**src/rtl/lpws_pkg.sv**
```systemverilog
package lpws_pkg;

    typedef enum logic [1:0] {
        ST_IDLE = 2'd0,
        ST_WAIT = 2'd1,
        ST_DONE = 2'd2
    } wr_state_e;

    // Status / enable bit positions (software decodes these)
    localparam int BIT_BUSY  = 10;
    localparam int BIT_NEXT  = 9;
    localparam int BIT_CMPL  = 8;
    localparam int BIT_ERR   = 7;
    localparam int BIT_ALARM = 4;
    localparam int BIT_SV    = 0;

endpackage

```
**src/rtl/lpws_edge_sync.sv**
```systemverilog
module lpws_edge_sync #(
    parameter int STAGES = 2
) (
    input  logic clk,
    input  logic rst_n,
    input  logic lp_clk,
    output logic tick
);
    // STAGES flops of metastability filtering plus one for edge detection
    logic [STAGES:0] shift_q;

    generate
        for (genvar g = 0; g <= STAGES; g++) begin : g_stage
            always_ff @(posedge clk or negedge rst_n) begin
                if (!rst_n)
                    shift_q[g] <= 1'b0;
                else if (g == 0)
                    shift_q[g] <= lp_clk;
                else
                    shift_q[g] <= shift_q[(g == 0) ? 0 : g - 1];
            end
        end
    endgenerate

    assign tick = shift_q[STAGES-1] & ~shift_q[STAGES];

endmodule

```
**src/rtl/lpws_fsm.sv**
```systemverilog
module lpws_fsm
    import lpws_pkg::*;
#(
    parameter int AW        = 4,
    parameter int DW        = 32,
    parameter int TICKS     = 4,
    parameter int STAT_ADDR = 5,
    parameter int IEN_ADDR  = 6
) (
    input  logic          clk,
    input  logic          rst_n,
    input  logic          tick,
    input  logic          wr_en,
    input  logic [AW-1:0] wr_addr,
    input  logic [DW-1:0] wr_data,
    output logic          busy_o,
    output logic          overlap_o,
    output logic          done_o,
    output logic          commit_o,
    output logic [AW-1:0] commit_addr_o,
    output logic [DW-1:0] commit_data_o,
    output logic          clr_err_o
);
    localparam int CW = $clog2(TICKS + 1);
    localparam logic [AW-1:0] STAT_A = AW'(STAT_ADDR);
    localparam logic [AW-1:0] IEN_A  = AW'(IEN_ADDR);
    localparam logic [CW-1:0] LAST   = CW'(TICKS - 1);

    wr_state_e     state_q, state_d;
    logic [CW-1:0] cnt_q;
    logic [AW-1:0] addr_q;
    logic [DW-1:0] data_q;
    logic          wr_slow;

    assign wr_slow = wr_en && (wr_addr != IEN_A);

    // state register
    always_ff @(posedge clk or negedge rst_n) begin
        if (!rst_n) state_q <= ST_IDLE;
        else        state_q <= state_d;
    end

    // transitions: accept, window_end, retire
    always_comb begin
        state_d = state_q;
        unique case (state_q)
            ST_IDLE: if (wr_slow)                  state_d = ST_WAIT;
            ST_WAIT: if (tick && (cnt_q == LAST))  state_d = ST_DONE;
            ST_DONE:                               state_d = ST_IDLE;
            default:                               state_d = ST_IDLE;
        endcase
    end

    // capture and tick counting
    always_ff @(posedge clk or negedge rst_n) begin
        if (!rst_n) begin
            cnt_q  <= '0;
            addr_q <= '0;
            data_q <= '0;
        end else if (state_q == ST_IDLE && wr_slow) begin
            cnt_q  <= '0;
            addr_q <= wr_addr;
            data_q <= wr_data;
        end else if (state_q == ST_WAIT && tick) begin
            cnt_q  <= cnt_q + 1'b1;
        end
    end

    // outputs
    always_comb begin
        busy_o        = (state_q != ST_IDLE);
        done_o        = (state_q == ST_DONE);
        overlap_o     = wr_slow && (state_q != ST_IDLE);
        commit_o      = done_o && (addr_q != STAT_A);
        clr_err_o     = done_o && (addr_q == STAT_A) && data_q[BIT_ERR];
        commit_addr_o = addr_q;
        commit_data_o = data_q;
    end

    a_r2_busy_after_accept: assert property (@(posedge clk) disable iff (!rst_n)
        (!busy_o && wr_slow) |=> busy_o);

    a_r3_commit_single: assert property (@(posedge clk) disable iff (!rst_n)
        commit_o |=> !commit_o);

    a_r3_commit_follows_busy: assert property (@(posedge clk) disable iff (!rst_n)
        commit_o |-> $past(busy_o));

    a_r4_window_ends_on_tick: assert property (@(posedge clk) disable iff (!rst_n)
        $rose(done_o) |-> $past(tick));

endmodule

```
**src/rtl/lpws_flags.sv**
```systemverilog
module lpws_flags
    import lpws_pkg::*;
#(
    parameter int DW = 32
) (
    input  logic          clk,
    input  logic          rst_n,
    input  logic          done_i,
    input  logic          clr_err_i,
    input  logic          overlap_i,
    input  logic          rd_stat_i,
    input  logic          ien_wr_i,
    input  logic [DW-1:0] ien_wdata_i,
    input  logic          busy_i,
    input  logic          alarm_i,
    input  logic          sv_i,
    output logic [DW-1:0] status_o,
    output logic [DW-1:0] ien_o,
    output logic          irq_o
);
    localparam logic [DW-1:0] IEN_MASK = DW'((32'd1 << BIT_NEXT) | (32'd1 << BIT_CMPL) |
                                             (32'd1 << BIT_ERR)  | (32'd1 << BIT_ALARM) |
                                             (32'd1 << BIT_SV));

    logic          cmpl_q, err_q;
    logic [DW-1:0] ien_q;

    always_ff @(posedge clk or negedge rst_n) begin
        if (!rst_n) begin
            cmpl_q <= 1'b0;
            err_q  <= 1'b0;
            ien_q  <= '0;
        end else begin
            // retirement wins over a simultaneous status read
            if (done_i)         cmpl_q <= 1'b1;
            else if (rd_stat_i) cmpl_q <= 1'b0;
            // a fresh overlap wins over a retiring clear
            if (overlap_i)      err_q  <= 1'b1;
            else if (clr_err_i) err_q  <= 1'b0;
            if (ien_wr_i)       ien_q  <= ien_wdata_i & IEN_MASK;
        end
    end

    always_comb begin
        status_o            = '0;
        status_o[BIT_BUSY]  = busy_i;
        status_o[BIT_NEXT]  = !busy_i;
        status_o[BIT_CMPL]  = cmpl_q;
        status_o[BIT_ERR]   = err_q;
        status_o[BIT_ALARM] = alarm_i;
        status_o[BIT_SV]    = sv_i;
        ien_o               = ien_q;
        irq_o               = |(status_o & ien_q);
    end

    a_r5_retire_sets_cmpl: assert property (@(posedge clk) disable iff (!rst_n)
        done_i |=> cmpl_q);

    a_r6_read_clears_cmpl: assert property (@(posedge clk) disable iff (!rst_n)
        (rd_stat_i && !done_i) |=> !cmpl_q);

    a_r7_overlap_sets_err: assert property (@(posedge clk) disable iff (!rst_n)
        overlap_i |=> err_q);

    a_r8_err_falls_on_clear: assert property (@(posedge clk) disable iff (!rst_n)
        $fell(err_q) |-> $past(clr_err_i));

    a_r9_ien_only_on_write: assert property (@(posedge clk) disable iff (!rst_n)
        !$stable(ien_q) |-> $past(ien_wr_i));

    a_r10_irq_needs_enable: assert property (@(posedge clk) disable iff (!rst_n)
        irq_o |-> (ien_q != '0));

endmodule

```
**src/rtl/lp_write_sync.sv**
```systemverilog
module lp_write_sync
    import lpws_pkg::*;
#(
    parameter int AW          = 4,
    parameter int DW          = 32,
    parameter int WRITE_TICKS = 4,
    parameter int SYNC_STAGES = 2,
    parameter int STAT_ADDR   = 5,
    parameter int IEN_ADDR    = 6
) (
    input  logic          clk,
    input  logic          rst_n,
    input  logic          lp_clk,
    input  logic          wr_en,
    input  logic [AW-1:0] wr_addr,
    input  logic [DW-1:0] wr_data,
    input  logic          rd_en,
    input  logic [AW-1:0] rd_addr,
    output logic [DW-1:0] rd_data,
    input  logic          alarm_flag,
    input  logic          secviol_flag,
    output logic          lp_commit,
    output logic [AW-1:0] lp_addr,
    output logic [DW-1:0] lp_data,
    output logic          irq
);
    localparam logic [AW-1:0] STAT_A = AW'(STAT_ADDR);
    localparam logic [AW-1:0] IEN_A  = AW'(IEN_ADDR);

    logic          tick, busy, overlap, done, clr_err;
    logic [DW-1:0] status, ien;

    lpws_edge_sync #(.STAGES(SYNC_STAGES)) u_sync (
        .clk    (clk),
        .rst_n  (rst_n),
        .lp_clk (lp_clk),
        .tick   (tick)
    );

    lpws_fsm #(
        .AW(AW), .DW(DW), .TICKS(WRITE_TICKS),
        .STAT_ADDR(STAT_ADDR), .IEN_ADDR(IEN_ADDR)
    ) u_fsm (
        .clk           (clk),
        .rst_n         (rst_n),
        .tick          (tick),
        .wr_en         (wr_en),
        .wr_addr       (wr_addr),
        .wr_data       (wr_data),
        .busy_o        (busy),
        .overlap_o     (overlap),
        .done_o        (done),
        .commit_o      (lp_commit),
        .commit_addr_o (lp_addr),
        .commit_data_o (lp_data),
        .clr_err_o     (clr_err)
    );

    lpws_flags #(.DW(DW)) u_flags (
        .clk         (clk),
        .rst_n       (rst_n),
        .done_i      (done),
        .clr_err_i   (clr_err),
        .overlap_i   (overlap),
        .rd_stat_i   (rd_en && (rd_addr == STAT_A)),
        .ien_wr_i    (wr_en && (wr_addr == IEN_A)),
        .ien_wdata_i (wr_data),
        .busy_i      (busy),
        .alarm_i     (alarm_flag),
        .sv_i        (secviol_flag),
        .status_o    (status),
        .ien_o       (ien),
        .irq_o       (irq)
    );

    always_comb begin
        if (rd_addr == STAT_A)     rd_data = status;
        else if (rd_addr == IEN_A) rd_data = ien;
        else                       rd_data = '0;
    end

endmodule

```
**config.mk**
```make
export PLATFORM = sky130hd
export DESIGN_NAME = lp_write_sync
export DESIGN_NICKNAME = d
export VERILOG_FILES = /design/src/rtl/lpws_pkg.sv /design/src/rtl/lpws_edge_sync.sv /design/src/rtl/lpws_fsm.sv /design/src/rtl/lpws_flags.sv /design/src/rtl/lp_write_sync.sv
export SDC_FILE = /design/constraint.sdc
export NUM_CORES = 1
export LEC_CHECK = 0
export ABC_CLOCK_PERIOD_IN_PS = 1900
export BUFFER_PORTS_ARGS = -buffer_cell sky130_fd_sc_hd__clkbuf_2
export CAP_MARGIN = 30
export CORE_ASPECT_RATIO = 1.75
export CORE_UTILIZATION = 45
export DETAILED_ROUTE_END_ITERATION = 8
export PLACE_DENSITY = 0.88
export SYNTH_ARGS = -nofsm -noshare
export SYNTH_HDL_FRONTEND = slang
export SYNTH_SLANG_ARGS = --single-unit
export TNS_END_PERCENT = 30
```
**constraint.sdc**
```tcl
create_clock -name clk -period 1.9 [get_ports clk]
set_input_delay 0.095 -clock clk [delete_from_list [all_inputs] [get_ports clk]]
set_output_delay 0.095 -clock clk [all_outputs]
set_load 0.02 [all_outputs]
```
# Word-level counts from Yosys, hierarchy flattened

Cells that the tools add are included.

Bits in registers: 51
Bits of input ports: 47
Output and inout bits: 70
Logic and storage cells: 54

Add/subtract/negate cells: 1
Eq/ne operators: 11
Mux-type cells: 11
Bitwise operators: 3
Reduce and logical (&&, ||, !) cells: 18

Operators with widths:

| kind                                                | count |
|---|---|
| OR reduction 32 bit                                 | 1 |
| equality test 4 x 3 -> 1 bit, second input constant | 4 |
| AND 11 x 10 -> 11 bit                               | 1 |
| 2-to-1 mux 11 bit                                   | 1 |
| logical AND 1 bit                                   | 10 |
| 2-to-1 mux 10 bit                                   | 1 |
| != test 4 x 3 -> 1 bit, second input constant       | 2 |
| nonzero test 2 bit                                  | 4 |
| 2-to-1 mux 3 bit                                    | 2 |
| 2-to-1 mux 1 bit                                    | 4 |
| 2-to-1 mux 2 bit                                    | 2 |
| != test 2 x 1 -> 1 bit, second input constant       | 2 |
| case mux 2 bit (2 select lines)                     | 1 |
| adder 3 x 1 -> 3 bit, second input constant         | 1 |
| equality test 3 x 2 -> 1 bit, second input constant | 1 |
| equality test 2 x 1 -> 1 bit, second input constant | 1 |
| equality test 2 bit, second input constant          | 1 |
| logical NOT 2 bit                                   | 1 |
| AND reduction 2 bit                                 | 1 |
| AND 1 bit                                           | 1 |
| logical NOT 1 bit                                   | 1 |
| inverter 1 bit                                      | 1 |

# Depth between registers and ports, before layout

Word-level depth: 5
Gate-level depth with buffers: 5
Gate-level depth less buffers: 3

# Modules after synthesis

A second synthesis with hierarchy kept.

Cell total of the unflattened synthesis: 319
Area total of the unflattened synthesis: 3,489.6 µm²

Modules (own cells, without submodules):

| module         | times used | cells each | area an instance (µm²) | sequential area each (µm²) |
|---|---|---|---|---|
| lpws_fsm       | 1          | 116        | 1,845.5                | 1,026.0 |
| lp_write_sync  | 1          | 119        | 832.0                  | 0.0 |
| lpws_flags     | 1          | 80         | 723.2                  | 175.2 |
| lpws_edge_sync | 1          | 4          | 88.8                   | 75.1 |

# Worst setup path before layout

No wires, ideal clock.

Kind: register to register
Start: reg u_fsm.state_q[0]
End: reg u_fsm.data_q[15] (netlist: u_fsm.commit_data_o[15])
Setup time: 125 ps
Arrival time: 1,358 ps
Data required time: 1,775 ps
Slack: 417 ps
Cell stages (with the launch flop): 6
Buffers on the path: 2
Period minus slack after synthesis: 1,483 ps
Cell sequence: dfrtp_1 > nor2_2 > and3_4 > buf_6 > buf_8 > mux2_4

Longest elaborated chain between the ends: 2

RTL lines:

| item                   | RTL line       | RTL |
|---|---|---|
| start, declared        | lpws_fsm.sv:29 | `wr_state_e state_q, state_d;` |
| start signal, assigned | lpws_fsm.sv:40 | `else state_q <= state_d;` |
| logical NOT 2 bit      | lpws_fsm.sv:60 | `end else if (state_q == ST_IDLE && wr_slow) begin` |
| logical AND 1 bit      | lpws_fsm.sv:60 |  |
| end signal, assigned   | lpws_fsm.sv:63 | `data_q <= wr_data;` |
| end, declared          | lpws_fsm.sv:32 | `logic [DW-1:0] data_q;` |

No other way between the ends.
A chain may end at the register's enable or synchronous reset.

# Final worst setup path

Start: reg u_fsm.state_q[0]
End: reg u_fsm.data_q[3] (netlist: u_fsm.commit_data_o[3])

The elaborated chain is that of the path after synthesis.

==> impl_metrics.yaml <==
status:
  status: "finished with violations"
  violations: "DRC"
job:
  maxCapViolations: 0
yosys:
  synth_seq_cells: 51
  yosysTopAreaCell: "dfrtp_1"
  synthCells: 171
  netlist.area_leader.share_pct: 52.1
  synth-seq-area-share_pct: 52.1
  avgSynthCellArea_um2: 14.3
  ys_types: 35
  synth_enable_flop_cells: 0
  syn_area_um2: 2450
  yosys_warnings: 0
  synth_ff_type: "dfrtp_1"
  synthTopCellsByArea: "dfrtp_1, mux2_4, buf_4"
  synthArstFlopShare_pct: 100
worst_setup_path:
  r2r-start: "u_fsm.state_q[0]"
  critPathRequiredTime_ns: 2.08
  path_class: "flip-flop to flip-flop"
  slowest_stage: "dfrtp_1"
  crit_chain: "nor2_2, and3_4, buf_4, mux2_4"
  crit_start: "u_fsm.state_q[0]"
  path_buf_inv: 1
  cpPeakStageDelay_ns: 0.45
  crit_path_start_kind: "flip-flop"
  critPathTopFamily: "simple AND/OR/NAND/NOR gates"
  cp-end-kind: "flip-flop"
  critPathArrivalTime_ns: 1.85
  worstPathMaxFanout: 9
cts:
  numCtsBuffers: 5
  clockBufferDepth: 2
  cts_tree: "yes"
  clkTransAtPathRegs_ns: 0.09
  cts.sinks: 51
  htreeDepth: 2
  clk_latency_ns: 0.30
  root_buffer: "clkbuf_8"
timing:
  rsz0062_at_grt: "no"
  worst_pin_slew_ns: 0.640
  hold_ws_ns: 0.0210
  slew_viol_final: 0
  min_period_over_period_pct: 88.0
  hold_viol: 0
  fin_crit_ns: 1.67
  fmax_mhz: 598
  tns_ns: 0
  skew_ns: 0.00946
  final-setup-viol-count: 0
  relSlewSlack_pct: 57.4
route:
  routed_wl_mm: 4.49
  firstDrtPassIters: 6
  drt_iter0_drc: 66
  via_per_inst: 4.87
  wl_per_cell_um: 13.9
  via_count: 1568
  drc: 11
  antenna_left: 0
pwr:
  ir_drop_uv: 900
  powerDensity_nw_per_um2: 1510
  power.leakage_nw: 1.53
finish:
  seq_area_um2: 1280
  drive_gt1_share_pct: 53.2
  multi_input_area_um2: 992
  diodes: 0
  fin_nets: 316
  syn_to_final_growth_pct: 20.8
  nFillCells: 450
  post-route-util_pct: 56.3
worst_hold_path:
  min_from: "wr_data[2]"
  min_path_type: "input port to flip-flop"
die:
  io_pins: 117
  core_um2: 5260
  die_y_um: 99.6
  initial_core_util_pct: 46.6
  num_rows: 35
  die_x_um: 57.7
  dieArea_um2: 5750
global_routing:
  grt_pass1_wl_mm: 6.99
  grt_max_degree: 52
  antenna_found_initial: 0
  track_usage_pct: 16.0
  first_global_vias: 1500
  gr-total-overflow: 0
placed_design:
  dp_hpwl_mm: 3.38
  gp_routability_congestion: 0.731
  port_buffers: 90
==> final timing paths <==
kind / to / slack [ns] / cells past startpoint
max in group asynchronous: u_fsm.commit_data_o[3] / 1.03 / 3
min in group asynchronous: u_fsm.commit_data_o[23] / 0.44 / 3
worst max register to register: u_fsm.commit_data_o[3] / 0.23 / 4
worst min register to register: u_sync.shift_q[1] / 0.36 / 0
worst max-delay path: u_fsm.commit_data_o[3] / 0.23 / 4
worst min-delay path: u_fsm.commit_data_o[2] / 0.02 / 2
==> cell type report <==
| cell class | instances | share of cell area, % |
|---|---|---|
| clock inverter | 2 | 1.27 |
| timing repair buffer | 95 | 17.1 |
| clock buffer | 5 | 2.33 |
| sequential | 51 | 43.2 |
| tap | 55 | 2.33 |
| inverter | 2 | 0.254 |
| multi-input combinational | 112 | 33.6 |
==> power breakdown <==
group,internal (mW),switching (mW)
logic,0.910,0.978
clock network,0.385,0.347
registers,1.54,0.295
total,2.83,1.62
==> what timing repair did <==
action	in CTS	in global routing
hold endpoints to repair	52	0
hold buffers	2	0
setup buffers	0	0
gates resized for setup	0	0
==> registers in the layout (all words and copies together), names as in the netlist <==
signal,flops
u_fsm.commit_addr_o,4
u_sync.shift_q,3
u_fsm.commit_data_o,32
u_flags.cmpl_q,1
u_fsm.cnt_q,3
u_flags.err_q,1
u_flags.ien_o,5
u_fsm.state_q,2
==> Yosys cell counts (2+ instances only) <==
| master | number |
|---|---|
| dfrtp_1 | 51 |
| mux2_4 | 27 |
| buf_4 | 26 |
| mux2_2 | 11 |
| nor2_1 | 8 |
| a22oi_1 | 7 |
| nor2b_1 | 5 |
| mux2_1 | 3 |
| a21oi_1 | 2 |
| buf_12 | 2 |
| ha_1 | 2 |
| inv_1 | 2 |
| nand2_1 | 2 |
| nand3_1 | 2 |
==> per-layer routing <==
layer	vias to the layer above	track usage, %	wire length, um
met5	-	0	0
met4	0	7.33	113
met3	11	2.60	218
met2	66	28.1	2420
met1	756	18.7	1730
li1	735	-	-
==> cells in the final DEF (no fill, tap or decap), types with 2 or more instances in the layout <==
cell type | synthesis | routed
clkbuf_8 | 0 | 5
mux2_2 | 11 | 11
a22oi_1 | 7 | 7
nor2_1 | 8 | 8
nand3_1 | 2 | 2
buf_4 | 26 | 2
mux2_4 | 27 | 27
mux2_1 | 3 | 3
nor2b_1 | 5 | 5
dlygate4sd3_1 | 0 | 2
dfrtp_1 | 51 | 51
nand2_1 | 2 | 2
clkbuf_2 | 0 | 90
ha_1 | 2 | 2
inv_1 | 2 | 2
a21oi_1 | 2 | 2
conb_1 | 1 | 26
==> per-stage QoR <==
stage	setup slack [ns]	instance area (um2)	std cells	total power [mW]
2_1_floorplan	0.417	2540	196	3.18
6_report	0.228	2960	322	4.45
4_1_cts	0.221	2960	322	4.50
3_3_place_gp	0.283	2830	313	3.68
3_5_place_dp	0.239	2830	313	3.75
5_1_grt	0.138	2960	322	4.70
==> logic make-up after synthesis <==
group / after synthesis / share of synthesized area (%)
flip-flops: 51 / 52.1
multiplexers: 42 / 23.4
buffers and inverters: 33 / 11.1
AND/OR/NAND/NOR: 27 / 7.57
AO/OA/AOI/OAI: 14 / 4.19
adder cells (fa/ha/maj): 2 / 1.02
other: 1 / 0.153
XOR/XNOR: 1 / 0.358
==> worst reg2reg max path, stage by stage, from the launching register on <==
cell	delay, ns
dfrtp_1	0.45
nor2_2	0.22
and3_4	0.33
buf_4	0.23
mux2_4	0.32
Note: power is estimated with default switching activity, not from simulation.
